--- src/rtl/bus_term_classifier.sv ---
module bus_term_classifier #(
  parameter int ACK_W = 2
) (
  input  logic             clk,
  input  logic             rst_n,
  input  logic             cyc_i,
  input  logic             samp_i,
  input  logic [ACK_W-1:0] ack_n_i,
  input  logic             berr_n_i,
  input  logic             halt_n_i,
  output logic             done_o,
  output logic [3:0]       res_o,
  output logic             stall_o
);
  localparam logic [3:0] O_NORM  = 4'b0001;
  localparam logic [3:0] O_HALT  = 4'b0010;
  localparam logic [3:0] O_ERR   = 4'b0100;
  localparam logic [3:0] O_RETRY = 4'b1000;

  typedef enum logic [1:0] {S_IDLE, S_CHK, S_STALL} st_t;

  st_t        st;
  logic       berr_n_q, halt_n_q;
  logic [3:0] pend, cls;

  wire ack  = ~&ack_n_i;
  wire berr = ~berr_n_i;
  wire halt = ~halt_n_i;

  always_comb begin
    if (berr_n_q)      cls = halt_n_q ? O_RETRY : O_ERR;
    else if (berr)     cls = halt ? O_RETRY : O_ERR;
    else if (halt_n_q || halt) cls = O_HALT;
    else               cls = O_NORM;
  end

  always_ff @(posedge clk or negedge rst_n) begin
    if (!rst_n) begin
      st       <= S_IDLE;
      berr_n_q <= 1'b0;
      halt_n_q <= 1'b0;
      pend     <= '0;
      done_o   <= 1'b0;
      res_o    <= '0;
    end else begin
      done_o <= 1'b0;
      res_o  <= '0;
      case (st)
        S_IDLE:
          if (cyc_i && samp_i && (ack || berr)) begin
            st       <= S_CHK;
            berr_n_q <= berr;
            halt_n_q <= halt;
          end
        S_CHK:
          if (samp_i) begin
            if (cls[1] || cls[3]) begin
              st   <= S_STALL;
              pend <= cls;
            end else begin
              st     <= S_IDLE;
              done_o <= 1'b1;
              res_o  <= cls;
            end
          end
        S_STALL:
          if (samp_i && !halt) begin
            st     <= S_IDLE;
            done_o <= 1'b1;
            res_o  <= pend;
          end
        default: st <= S_IDLE;
      endcase
    end
  end

  assign stall_o = (st == S_STALL);
endmodule

--- config.mk ---
export PLATFORM = sky130hd
export DESIGN_NAME = bus_term_classifier
export DESIGN_NICKNAME = d
export VERILOG_FILES = /design/src/rtl/bus_term_classifier.sv
export SDC_FILE = /design/constraint.sdc
export NUM_CORES = 1
export LEC_CHECK = 0
export BUFFER_PORTS_ARGS = -buffer_cell sky130_fd_sc_hd__buf_2
export CORE_AREA = 2 2 39 41
export CTS_CLUSTER_DIAMETER = 100
export DETAILED_ROUTE_END_ITERATION = 10
export DIE_AREA = 0 0 41 43
export PLACE_DENSITY = 0.72
export SKIP_CTS_REPAIR_TIMING = 1
export SYNTH_ARGS = -nofsm -noshare
export SYNTH_HDL_FRONTEND = slang
export SYNTH_SLANG_ARGS = --single-unit
--- constraint.sdc ---
create_clock -name clk -period 1.75 [get_ports clk]
set_clock_uncertainty 0.05 [all_clocks]
set_input_delay 0.175 -clock clk [delete_from_list [all_inputs] [get_ports clk]]
set_output_delay 0.175 -clock clk [all_outputs]
set_load 0.01 [all_outputs]
==> results by group, run 1 <==
Run status
  • Status: finished clean

Floorplanning
  • Die area: around 0.0018 sq mm
  • Die Wd: 41 microns
  • Io pins: 14
  • Die Y: between 40 and 50 microns
  • Core area: 0.00138 sq mm
  • Cell Rows: 14
  • Initial core utilization: 44.4%

Hold path
  • Worst Hold Class: in -> reg
  • Hold EP: berr_n_q
  • Hold Startpoint: berr_n_i
  • Hold depth: 2

Logic synthesis
  • Post-synth ARST share: 100%
  • Top FF cell, synth: dfrtp_1
  • Ys Warns: 0
  • Cell with the most instances after synthesis: dfrtp_1
  • Synth Instances: 60
  • Yosys cell types: 23
  • Syn_nets: 71
  • Mapped cell area: 614 sq um
  • Top cell type's share of synthesized area: 53.0%
  • EDFF count, synth: 0
  • Synth area leader: dfrtp_1
  • Synth top area cells: dfrtp_1 53%, ha_1 6.1%, nand2_1 6.1%, a21oi_4 2.6%, a21oi_1 2.4%
  • Part of the Yosys area used for sequential elements: 53.0%
  • Avg Cell Area, Syn: 10.2 sq um
  • #FFs+latches synth: 13
  • Post-synth top cells: 13 x dfrtp_1, 10 x nand2_1, 4 x inv_1, 4 x nor2_1

Clock network
  • Clock buffer depth: 2
  • H-tree level count: 1
  • Clk slew on worst S/H paths: ~0.080 ns
  • Num CTS Buffers: 3
  • Clock Latency Late Sink: 0.27 ns
  • CTS Sinks: 13
  • CTS root buf: clkbuf_4
  • TritonCTS clock tree: built

Worst setup path
  • Crit-path max FO: 5
  • Crit-path slowest cell: dfrtp_1
  • RR Startpoint: st[1]
  • Setup crit end kind: register
  • Buf/Inv on CP: 1
  • R2R setup slack: 0.30 ns
  • Crit path launch type: register
  • Setup CP Type: reg -> reg
  • Worst Path Required: ~1.9 ns
  • Worst R2R End: pend[1]
  • R2r worst-path depth: 5
  • Sequence of cells on the critical path: inv_1 > ha_1 > nand2_1 > a21oi_4 > mux2_4
  • Crit-path max cell delay: 0.39 ns
  • Critical Path AT: 1.55 ns
  • Dominant delay contributor by cell family on the critical path: flip-flops

Place
  • HPWL after DPL: 836 microns
  • Area after DPL: about 700 sq um
  • Gpl congestion: 0.701
  • Buffers on Ports: 13

STA
  • Max Slew Vio Count: 0
  • RSZ-0062 raised after global routing: no
  • Fin crit period: ~1.4 ns
  • Final count of negative-setup-slack endpoints: 0
  • Worst slew margin: 80.6%
  • Worst slew pin tran: 0.290 ns
  • Period utilisation layout: 82.8%
  • Max Clock Freq: roughly 690 MHz
  • Setup tns final: 0 ns
  • Final hold vios: 0

Routing
  • Vias post-DR: 473
  • Initial drt markers: 8
  • Total routed wirelength: 1050 microns
  • Remaining DRCs: 0
  • Antenna-violating nets left: 0
  • First drt pass iteration count: 4
  • Via density: 5.03
  • Drt wl/cell: 11.1 microns

Layout
  • Diode count: 0
  • Area growth from synthesis to layout: 19.8%
  • Fin util: 53.2%
  • Final net count: 90
  • Layout cells sized above 1: approximately a quarter
  • Cell area after layout: 736 sq um

GRT
  • Initial antenna violation count: 0
  • Vias in the first global route: 486
  • GRT Util Overall: roughly 16%
  • First-pass GRT wire length: approximately 1900 microns
  • Overflow after GRT: 0
  • Largest net degree at the start of global routing: 14

Pwr
  • VDD IR max: 679 uV
  • Pwr/cell area: 1220 mW/mm^2
  • Leak Pwr: 0.371 nW

Job
  • Maxcap violations: 0
[layer usage]
metal | track usage (%) | wire [microns]
met5 | 0 | 0
met4 | 8.67 | 17
met3 | 3.14 | 45
met2 | 25.0 | 527
met1 | 18.9 | 455
[cell type report]
cell class                      instances  area [sq um]
Tap cell                               16          20.0
Multi-Input combinational cell         43           274
Inverter                                4          15.0
Sequential cell                        13           325
Fill cell                             135           648
Timing Repair Buffer                   14          75.1
Clock buffer                            4          26.3
[how the worst max path moves through the flow]
| stage | start | endpoint | slack (ns) | cells after the start |
|---|---|---|---|---|
| floorplan | st[1] | pend[1] | 0.39 | 5 |
| CTS | st[1] | pend[1] | 0.30 | 5 |
| global placement | st[1] | pend[1] | 0.36 | 5 |
| global route | st[1] | pend[1] | 0.21 | 5 |
| detailed placement | st[1] | pend[1] | 0.32 | 5 |
| finish | st[1] | pend[1] | 0.30 | 5 |
[report_power, final]
part | leakage (nW) | switching (mW) | internal (mW)
clock | 0.0150 | 0.0904 | 0.0880
sequential | 0.172 | 0.0413 | 0.364
combinational | 0.185 | 0.175 | 0.140
[per-stage QoR]
stage / std cells / setup WS [ns] / hold WS (ns) / total power [mW]
2_1_floorplan: 60 / 0.390 / -0.171 / 0.650
3_3_place_gp: 89 / 0.360 / 0.0226 / 0.716
3_5_place_dp: 89 / 0.324 / 0.0266 / 0.728
4_1_cts: 93 / 0.302 / -0.274 / 0.912
5_1_grt: 94 / 0.210 / 0.111 / 0.971
6_report: 94 / 0.301 / 0.104 / 0.899
[sequential cells by signal, indices dropped and copies added, names as in the netlist]
signal,count
pend,4
res_o,4
st,2
berr_n_q,1
done_o,1
halt_n_q,1
[cells in the final DEF (no fill, tap or decap)]
master	synthesis	layout
dfrtp_1	13	13
buf_2	0	13
nand2_1	10	10
inv_1	4	4
nor2_1	4	4
a21oi_1	3	3
nand3_1	3	3
o21ai_0	3	3
ha_1	3	3
clkbuf_4	0	3
and2_1	2	2
nor2b_1	2	2
nor3b_1	1	1
nand2b_1	1	1
o31ai_1	1	1
o21ai_1	1	1
or2_4	1	1
o22ai_1	1	1
a21oi_4	1	1
mux2_4	1	1
a22o_1	1	1
o21a_1	1	1
a21oi_2	1	1
mux2i_1	1	1
nand4_1	1	1
clkbuf_1	0	1
dlygate4sd3_1	0	1
[kinds of logic after synthesis]
logic type,after synthesis,share of synthesized area [%]
AND/OR/NAND/NOR,25,19.8
adder cells (fa/ha/maj),3,6.11
buffers and inverters,4,2.44
multiplexers,2,4.07
flip-flops,13,53.0
AO/OA/AOI/OAI,13,14.7
No activity file was read; power rests on OpenSTA's default activity.
==> inputs of run 2 (changes only) <==
ABC_AREA = 1   (was default)
CORE_AREA = default   (was 2 2 39 41)
CORE_MARGIN = 2   (was default)
CORE_UTILIZATION = 51   (was default)
DIE_AREA = default   (was 0 0 41 43)
PLACE_DENSITY = 0.77   (was 0.72)
clock period = 1.4 ns   (was 1.75 ns; I/O delays follow)
==> run 2 against run 1 <==
Non-clock buffer count unchanged. Highest routed layer unchanged. Combinational power up 65%. Synthesized area up 9.4%. Sequential cell count unchanged. Largest power group unchanged.
==> results by group, run 2 <==
Run status
  • Status: finished clean (unchanged)

Worst setup path
  • Crit path launch type: register (unchanged)
  • Worst R2R End: res_o[0] (was pend[1])
  • Worst Path Required: 1.21 ns (was 1.85 ns)
  • R2r worst-path depth: 4 (was 5)
  • Setup CP Type: reg -> out (was reg -> reg)
  • Worst Setup SP: st[0] (was st[1])
  • Setup crit end kind: output port (was register)
  • Dominant delay contributor by cell family on the critical path: flip-flops (unchanged)
  • Critical Path AT: 1.17 ns (was 1.55 ns)
  • Buf/Inv on CP: 2 (was 1)
  • Crit-path slowest cell: dfrtp_1 (unchanged)
  • RR Startpoint: st[0] (was st[1])
  • R2R setup slack: 0.10 ns (was 0.30 ns)
  • Sequence of cells on the critical path: inv_1 > ha_2 > buf_2 (was inv_1 > ha_1 > nand2_1 > a21oi_4 > mux2_4)
  • Crit-path max FO: 3 (was 5)
  • Crit-path max cell delay: 0.42 ns (was 0.39 ns)

Layout
  • Final net count: 107 (was 90)
  • Largest regs: pend x4, res_o x4, st x2 (unchanged)
  • Filler instances: 118 (was 135)
  • Commonest non-fill, non-tap cell in the layout: nand2_1
  • FF/Latch Area: 325 sq um (unchanged)
  • Area growth from synthesis to layout: 16.9% (was 19.8%)
  • Layout cells sized above 1: 31.6% (was 25.6%)
  • Diode count: 0 (unchanged)
  • Area of the multi-input gates: 292 sq um (was 274 sq um)
  • Commonest cells after routing, fill and taps aside: 19 x nand2_1, 13 x dfrtp_1, 13 x buf_2 (was 13 x dfrtp_1, 13 x buf_2, 10 x nand2_1)

Floorplanning
  • Die Wd: 40.3 microns (was 41 microns)
  • Die area: 0.00162 sq mm (was 0.00176 sq mm)
  • Die Y: 40.3 microns (was 43 microns)
  • Cell Rows: 13 (was 14)
  • Io pins: 14 (unchanged)
  • Core area: 0.00127 sq mm (was 0.00138 sq mm)
  • Initial core utilization: 53.0% (was 44.4%)

Clock network
  • Clock buffer depth: 2 (unchanged)
  • CTS Sinks: 13 (unchanged)
  • CTS root buf: clkbuf_4 (unchanged)
  • H-tree level count: 1 (unchanged)
  • Clock Latency Late Sink: 0.28 ns (was 0.27 ns)
  • Num CTS Buffers: 3 (unchanged)
  • Clk slew on worst S/H paths: 0.08 ns (about the same)
  • TritonCTS clock tree: built (unchanged)

Pwr
  • Leak Pwr: 0.439 nW (was 0.371 nW)
  • Pwr/cell area: 1650 mW/mm^2 (was 1220 mW/mm^2)
  • Internal power: 0.773 mW (was 0.592 mW)
  • Total power draw: 1.29 mW (was 0.899 mW)
  • Switching portion of total power: 40.3% (was 34.1%)
  • Gate power share: 40.2% (was 35.0%)
  • Switching power: 0.521 mW (was 0.306 mW)
  • Part of the power in registers: 41.3% (was 45.1%)
  • VDD IR max: 801 uV (was 679 uV)
  • Clock network fraction of total power: 18.5% (was 19.9%)

GRT
  • Initial antenna violation count: 0 (unchanged)
  • Vias in the first global route: 490 (was 486)
  • Largest net degree at the start of global routing: 14 (unchanged)
  • GRT Util Overall: 19.9% (was 15.8%)
  • Overflow after GRT: 0 (unchanged)
  • First-pass GRT wire length: 2060 microns (was 1880 microns)

Logic synthesis
  • Syn_nets: 89 (was 71)
  • Mapped cell area: 672 sq um (was 614 sq um)
  • Synth area leader: dfrtp_1 (unchanged)
  • Post-synth ARST share: 100% (unchanged)
  • #FFs+latches synth: 13 (unchanged)
  • Top FF cell, synth: dfrtp_1 (unchanged)
  • Post-synth top cells: 19 x nand2_1, 13 x dfrtp_1, 11 x inv_1 (was 13 x dfrtp_1, 10 x nand2_1, 4 x inv_1, 4 x nor2_1)
  • Synth top area cells: dfrtp_1 48%, nand2_1 11%, inv_1 6.1%, ha_1 5.6%, nand2_2 4.7% (was dfrtp_1 53%, ha_1 6.1%, nand2_1 6.1%, a21oi_4 2.6%, a21oi_1 2.4%)
  • Part of the Yosys area used for sequential elements: 48.4% (was 53.0%)
  • Top cell type's share of synthesized area: 48.4% (was 53.0%)
  • Synth Instances: 78 (was 60)
  • Yosys cell types: 17 (was 23)
  • EDFF count, synth: 0 (unchanged)
  • Ys Warns: 0 (unchanged)
  • Avg Cell Area, Syn: 8.61 sq um (was 10.2 sq um)
  • Cell with the most instances after synthesis: nand2_1 (was dfrtp_1)

Job
  • Maxcap violations: 0 (unchanged)

Hold path
  • Hold Startpoint: berr_n_i (unchanged)
  • Worst Hold Class: in -> reg (unchanged)
  • Hold depth: 2 (unchanged)
  • Hold EP: berr_n_q (unchanged)

Routing
  • Vias post-DR: 561 (was 473)
  • First drt pass iteration count: 4 (unchanged)
  • Initial drt markers: 7 (was 8)
  • Total routed wirelength: 1290 microns (was 1050 microns)
  • Via density: 5.10 (was 5.03)
  • Antenna-violating nets left: 0 (unchanged)
  • Drt wl/cell: 11.7 microns (was 11.1 microns)
  • Remaining DRCs: 0 (unchanged)

STA
  • Period utilisation layout: 97.3%
  • Setup tns final: 0 ns (unchanged)
  • Max Slew Vio Count: 0 (unchanged)
  • RSZ-0062 raised after global routing: no (unchanged)
  • Worst slew pin tran: 0.290 ns (about the same)
  • Final count of negative-setup-slack endpoints: 0 (unchanged)
  • Fin crit period: approximately 1.4 ns
  • Final hold vios: 0 (unchanged)
  • Worst slew margin: 80.6% (about the same)
  • Max Clock Freq: ~730 MHz

Place
  • HPWL after DPL: 976 microns (was 836 microns)
  • Gpl congestion: 0.802 (was 0.701)
  • Buffers on Ports: 13 (unchanged)
-- run 2: changes by cell type in the layout (fill, tap and decap cells not counted), sizes merged, moves of 2 or more --
cell / delta
nand2: +14
inv: +9
a21oi: -5
nand3: +4
nor2: +4
and2: -2
nand4: +2
nor2b: -2
o21ai: +2
-- run 2: how the worst max path moves through the flow --
stage | end | cells past startpoint
final | stall_o | 3
after global routing | res_o[0] | 4
after CTS | stall_o | 3
after detailed placement | st[1] | 8
after global placement | st[1] | 8
after floorplan | st[1] | 8
-- run 2: stage by stage --
| step | cells | worst slack, ns | cell area (sq um) | util (%) | hold slack [ns] |
|---|---|---|---|---|---|
| after floorplan | 78 | 0.194 | 672 | - | -0.206 |
| after global routing | 110 | 0.00933 | 786 | 61.9 | 0.0763 |
| after global placement | 105 | 0.107 | 744 | 58.7 | -0.0139 |
| after CTS | 109 | 0.0238 | 771 | 60.7 | -0.311 |
| after detailed placement | 105 | 0.0792 | 744 | 58.7 | -0.0115 |
| final | 110 | 0.0381 | 786 | 61.9 | 0.0494 |
-- run 2: power groups by stage --
stage          clock network, mW  logic, mW  registers, mW
3_3_place_gp                   0      0.483          0.530
6_report                   0.239      0.520          0.534
3_5_place_dp                   0      0.505          0.537
5_1_grt                    0.248      0.586          0.541
4_1_cts                    0.233      0.512          0.531
2_1_floorplan                  0      0.391          0.526
-- run 2: per-layer routing --
| layer | global-route usage, % | up-vias | part of all wire [%] |
|---|---|---|---|
| met5 | 0 | - | 0 |
| met3 | 3.33 | 7 | 5.3 |
| li1 | - | 274 | - |
| met1 | 22.0 | 257 | 41 |
| met4 | 12.5 | 0 | 3.4 |
| met2 | 35.1 | 23 | 51 |
-- run 2: cell families (layout without fill, tap and decap cells) --
family / after synthesis / in the layout / synth area share [%]
simple gates: 42 / 42 / 30.9
compound gates: 6 / 6 / 6.15
fa+ha+maj: 3 / 3 / 5.59
buf+inv: 14 / 31 / 8.94
flops: 13 / 13 / 48.4
-- run 2: layout make-up --
class	instances	area share, %
multi-input combinational	51	37.1
tap	15	2.39
timing repair buffer	14	9.55
clock buffer	4	3.34
inverter	13	6.21
sequential	13	41.4
-- run 2: worst reg2reg max path, delay by kind of cell, from the launching register on --
family                     cells  cell delay (ns)
DFF                            1             0.40
and+or+nand+nor                1             0.19
AOI/OAI and AO/OA              1             0.18
buffers and inverters          1             0.09
adders and majority gates      1             0.32
==> inputs of run 3 (changes only) <==
BUFFER_PORTS_ARGS = default   (was -buffer_cell sky130_fd_sc_hd__buf_2)
CORE_AREA = 2 2 39 41   (was default)
CORE_MARGIN = default   (was 2)
CORE_UTILIZATION = default   (was 51)
DIE_AREA = 0 0 41 43   (was default)
DONT_BUFFER_PORTS = 1   (was default)
PLACE_DENSITY = 0.67   (was 0.77)
==> run 3 against run 2 <==
Maximum frequency is 1.4% lower. Sequential power about the same. Sequential cell count unchanged. Worst hold slack worse by 0.011 ns. Register-to-register slack about the same. Largest cell class unchanged. Total power is 0.65% lower. Combinational power rose by 1%.
==> results by group, run 3 (synthesis gave the netlist of run 2 again) <==
Floorplanning
  • Core area: 0.00138 sq mm (was 0.00127 sq mm)
  • Initial core utilization: 48.6% (was 53.0%)
  • Die Y: 43 microns (was 40.3 microns)
  • Die area: 0.00176 sq mm (was 0.00162 sq mm)
  • Io pins: 14 (unchanged)
  • Die Wd: 41 microns (was 40.3 microns)
  • Cell Rows: 14 (was 13)

Layout
  • Commonest non-fill, non-tap cell in the layout: nand2_1 (unchanged)
  • Diode count: 0 (unchanged)
  • Layout cells sized above 1: 22.1% (was 31.6%)
  • Commonest cells after routing, fill and taps aside: 19 x nand2_1, 13 x dfrtp_1, 11 x inv_1 (was 19 x nand2_1, 13 x dfrtp_1, 13 x buf_2)
  • Largest regs: pend x4, res_o x4, st x2 (unchanged)
  • Area growth from synthesis to layout: 14.9% (was 16.9%)
  • Non-filler cells, final: 102 (was 110)
  • Final net count: 98 (was 107)
  • Cell area after layout: 772 sq um (was 786 sq um)

Routing
  • Total routed wirelength: 1100 microns (was 1290 microns)
  • Vias post-DR: 503 (was 561)
  • Initial drt markers: 9 (was 7)
  • First drt pass iteration count: 3 (was 4)
  • Antenna-violating nets left: 0 (unchanged)
  • Via density: 4.93 (was 5.10)
  • Drt wl/cell: 10.8 microns (was 11.7 microns)
  • Remaining DRCs: 0 (unchanged)

Clock network
  • CTS root buf: clkbuf_4 (unchanged)
  • Clk slew on worst S/H paths: 0.08 ns (about the same)
  • Clock buffer depth: 2 (unchanged)
  • CTS Sinks: 13 (unchanged)
  • TritonCTS clock tree: built (unchanged)
  • H-tree level count: 1 (unchanged)
  • Num CTS Buffers: 3 (unchanged)
  • Clock Latency Late Sink: 0.27 ns (was 0.28 ns)

Job
  • Maxcap violations: 0 (unchanged)

Place
  • Gpl congestion: 0.815 (was 0.802)
  • Buffers on Ports: 0 (was 13)
  • HPWL after DPL: 802 microns (was 976 microns)
  • Placed cells: 94 (was 105)
  • Area after DPL: 688 sq um (was 744 sq um)

GRT
  • Vias in the first global route: 471 (was 490)
  • Largest net degree at the start of global routing: 14 (unchanged)
  • Initial antenna violation count: 0 (unchanged)
  • Overflow after GRT: 0 (unchanged)
  • GRT Util Overall: 16.6% (was 19.9%)
  • First-pass GRT wire length: 1920 microns (was 2060 microns)

STA
  • Worst slew pin tran: 0.555 ns (was 0.290 ns)
  • RSZ-0062 raised after global routing: yes (was no)
  • Period utilisation layout: 98.6% (was 97.3%)
  • Final count of negative-setup-slack endpoints: 0 (unchanged)
  • Worst slew margin: 62.9% (was 80.6%)
  • Fin crit period: 1.38 ns (was 1.36 ns)
  • Max Slew Vio Count: 0 (unchanged)
  • Final hold vios: 0 (unchanged)
  • Max Clock Freq: 724 MHz (was 734 MHz)

Pwr
  • VDD IR max: 810 uV (was 801 uV)
  • Leak Pwr: 0.397 nW (was 0.439 nW)
  • Total power draw: 1.28 mW (was 1.29 mW)
  • Pwr/cell area: 1660 mW/mm^2 (was 1650 mW/mm^2)

Worst setup path
  • Sequence of cells on the critical path: inv_1 > ha_2 > buf_4 (was inv_1 > ha_2 > buf_2)
  • Crit-path max cell delay: 0.40 ns (was 0.42 ns)
  • Crit path launch type: register (unchanged)
  • Crit-path max FO: 3 (unchanged)
  • Setup CP Type: reg -> out (unchanged)
  • Worst Path Required: 1.21 ns (about the same)
  • Crit-path slowest cell: dfrtp_1 (unchanged)
  • Setup crit end kind: output port (unchanged)
  • Critical Path AT: 1.19 ns (was 1.17 ns)

Hold path
  • Worst Hold Class: in -> reg (unchanged)

Run status
  • Status: finished clean (unchanged)
==> run 3: changes by cell type in the layout (fill, tap and decap cells not counted), sizes merged <==
cell and delta:
dlygate4sd3 +3, buf -12
==> run 3: cell type report <==
class                           instances  area (sq um)
Timing Repair Buffer                    5          47.5
Sequential cell                        13           325
Tap cell                               16          20.0
Clock buffer                            4          26.3
Multi-Input combinational cell         51           304
Inverter                               13          48.8
Fill cell                             136           612
==> run 3: final timing paths <==
check	startpoint	endpoint	slack, ns	cells after the start
worst max-delay path	st[0]	stall_o	0.02	3
worst min-delay path	berr_n_i	pend[3]	0.04	3
worst max register to register	st[1]	st[1]	0.10	8
worst min register to register	pend[3]	pend[3]	0.42	2
max in group asynchronous	rst_n	pend[0]	0.70	1
min in group asynchronous	rst_n	res_o[3]	0.24	1
==> run 3: critical path: cells and delay by family, from the launching register on <==
kind                       cells  cell delay (ns)
adders and majority gates      1             0.25
buffers and inverters          2             0.27
DFF                            1             0.40
==> run 3: through the flow <==
| step | TNS [ns] | utilization, % | setup WS, ns | hold slack [ns] |
|---|---|---|---|---|
| after global placement | 0 | 49.7 | 0.0859 | -0.205 |
| after CTS | 0 | 51.6 | 0.0293 | -0.500 |
| after detailed placement | 0 | 49.7 | 0.0921 | -0.205 |
| after global routing | -0.0681 | 55.8 | -0.0366 | 0.0504 |
| after floorplan | 0 | - | 0.194 | -0.206 |
| final | 0 | 55.8 | 0.0190 | 0.0384 |
==> run 3: routing by layer <==
metal	share of wire (%)	GRT usage [%]	up-vias
li1	-	-	258
met2	43	22.5	18
met4	3.3	12.0	0
met5	0	0	-
met3	4.5	4.71	5
met1	49	21.6	222
==> run 3: power breakdown <==
| group | internal [mW] | total, mW | switching [mW] | leakage, nW |
|---|---|---|---|---|
| clock network | 0.110 | 0.227 | 0.117 | 0.0150 |
| registers | 0.465 | 0.532 | 0.0673 | 0.173 |
| logic | 0.223 | 0.525 | 0.302 | 0.209 |
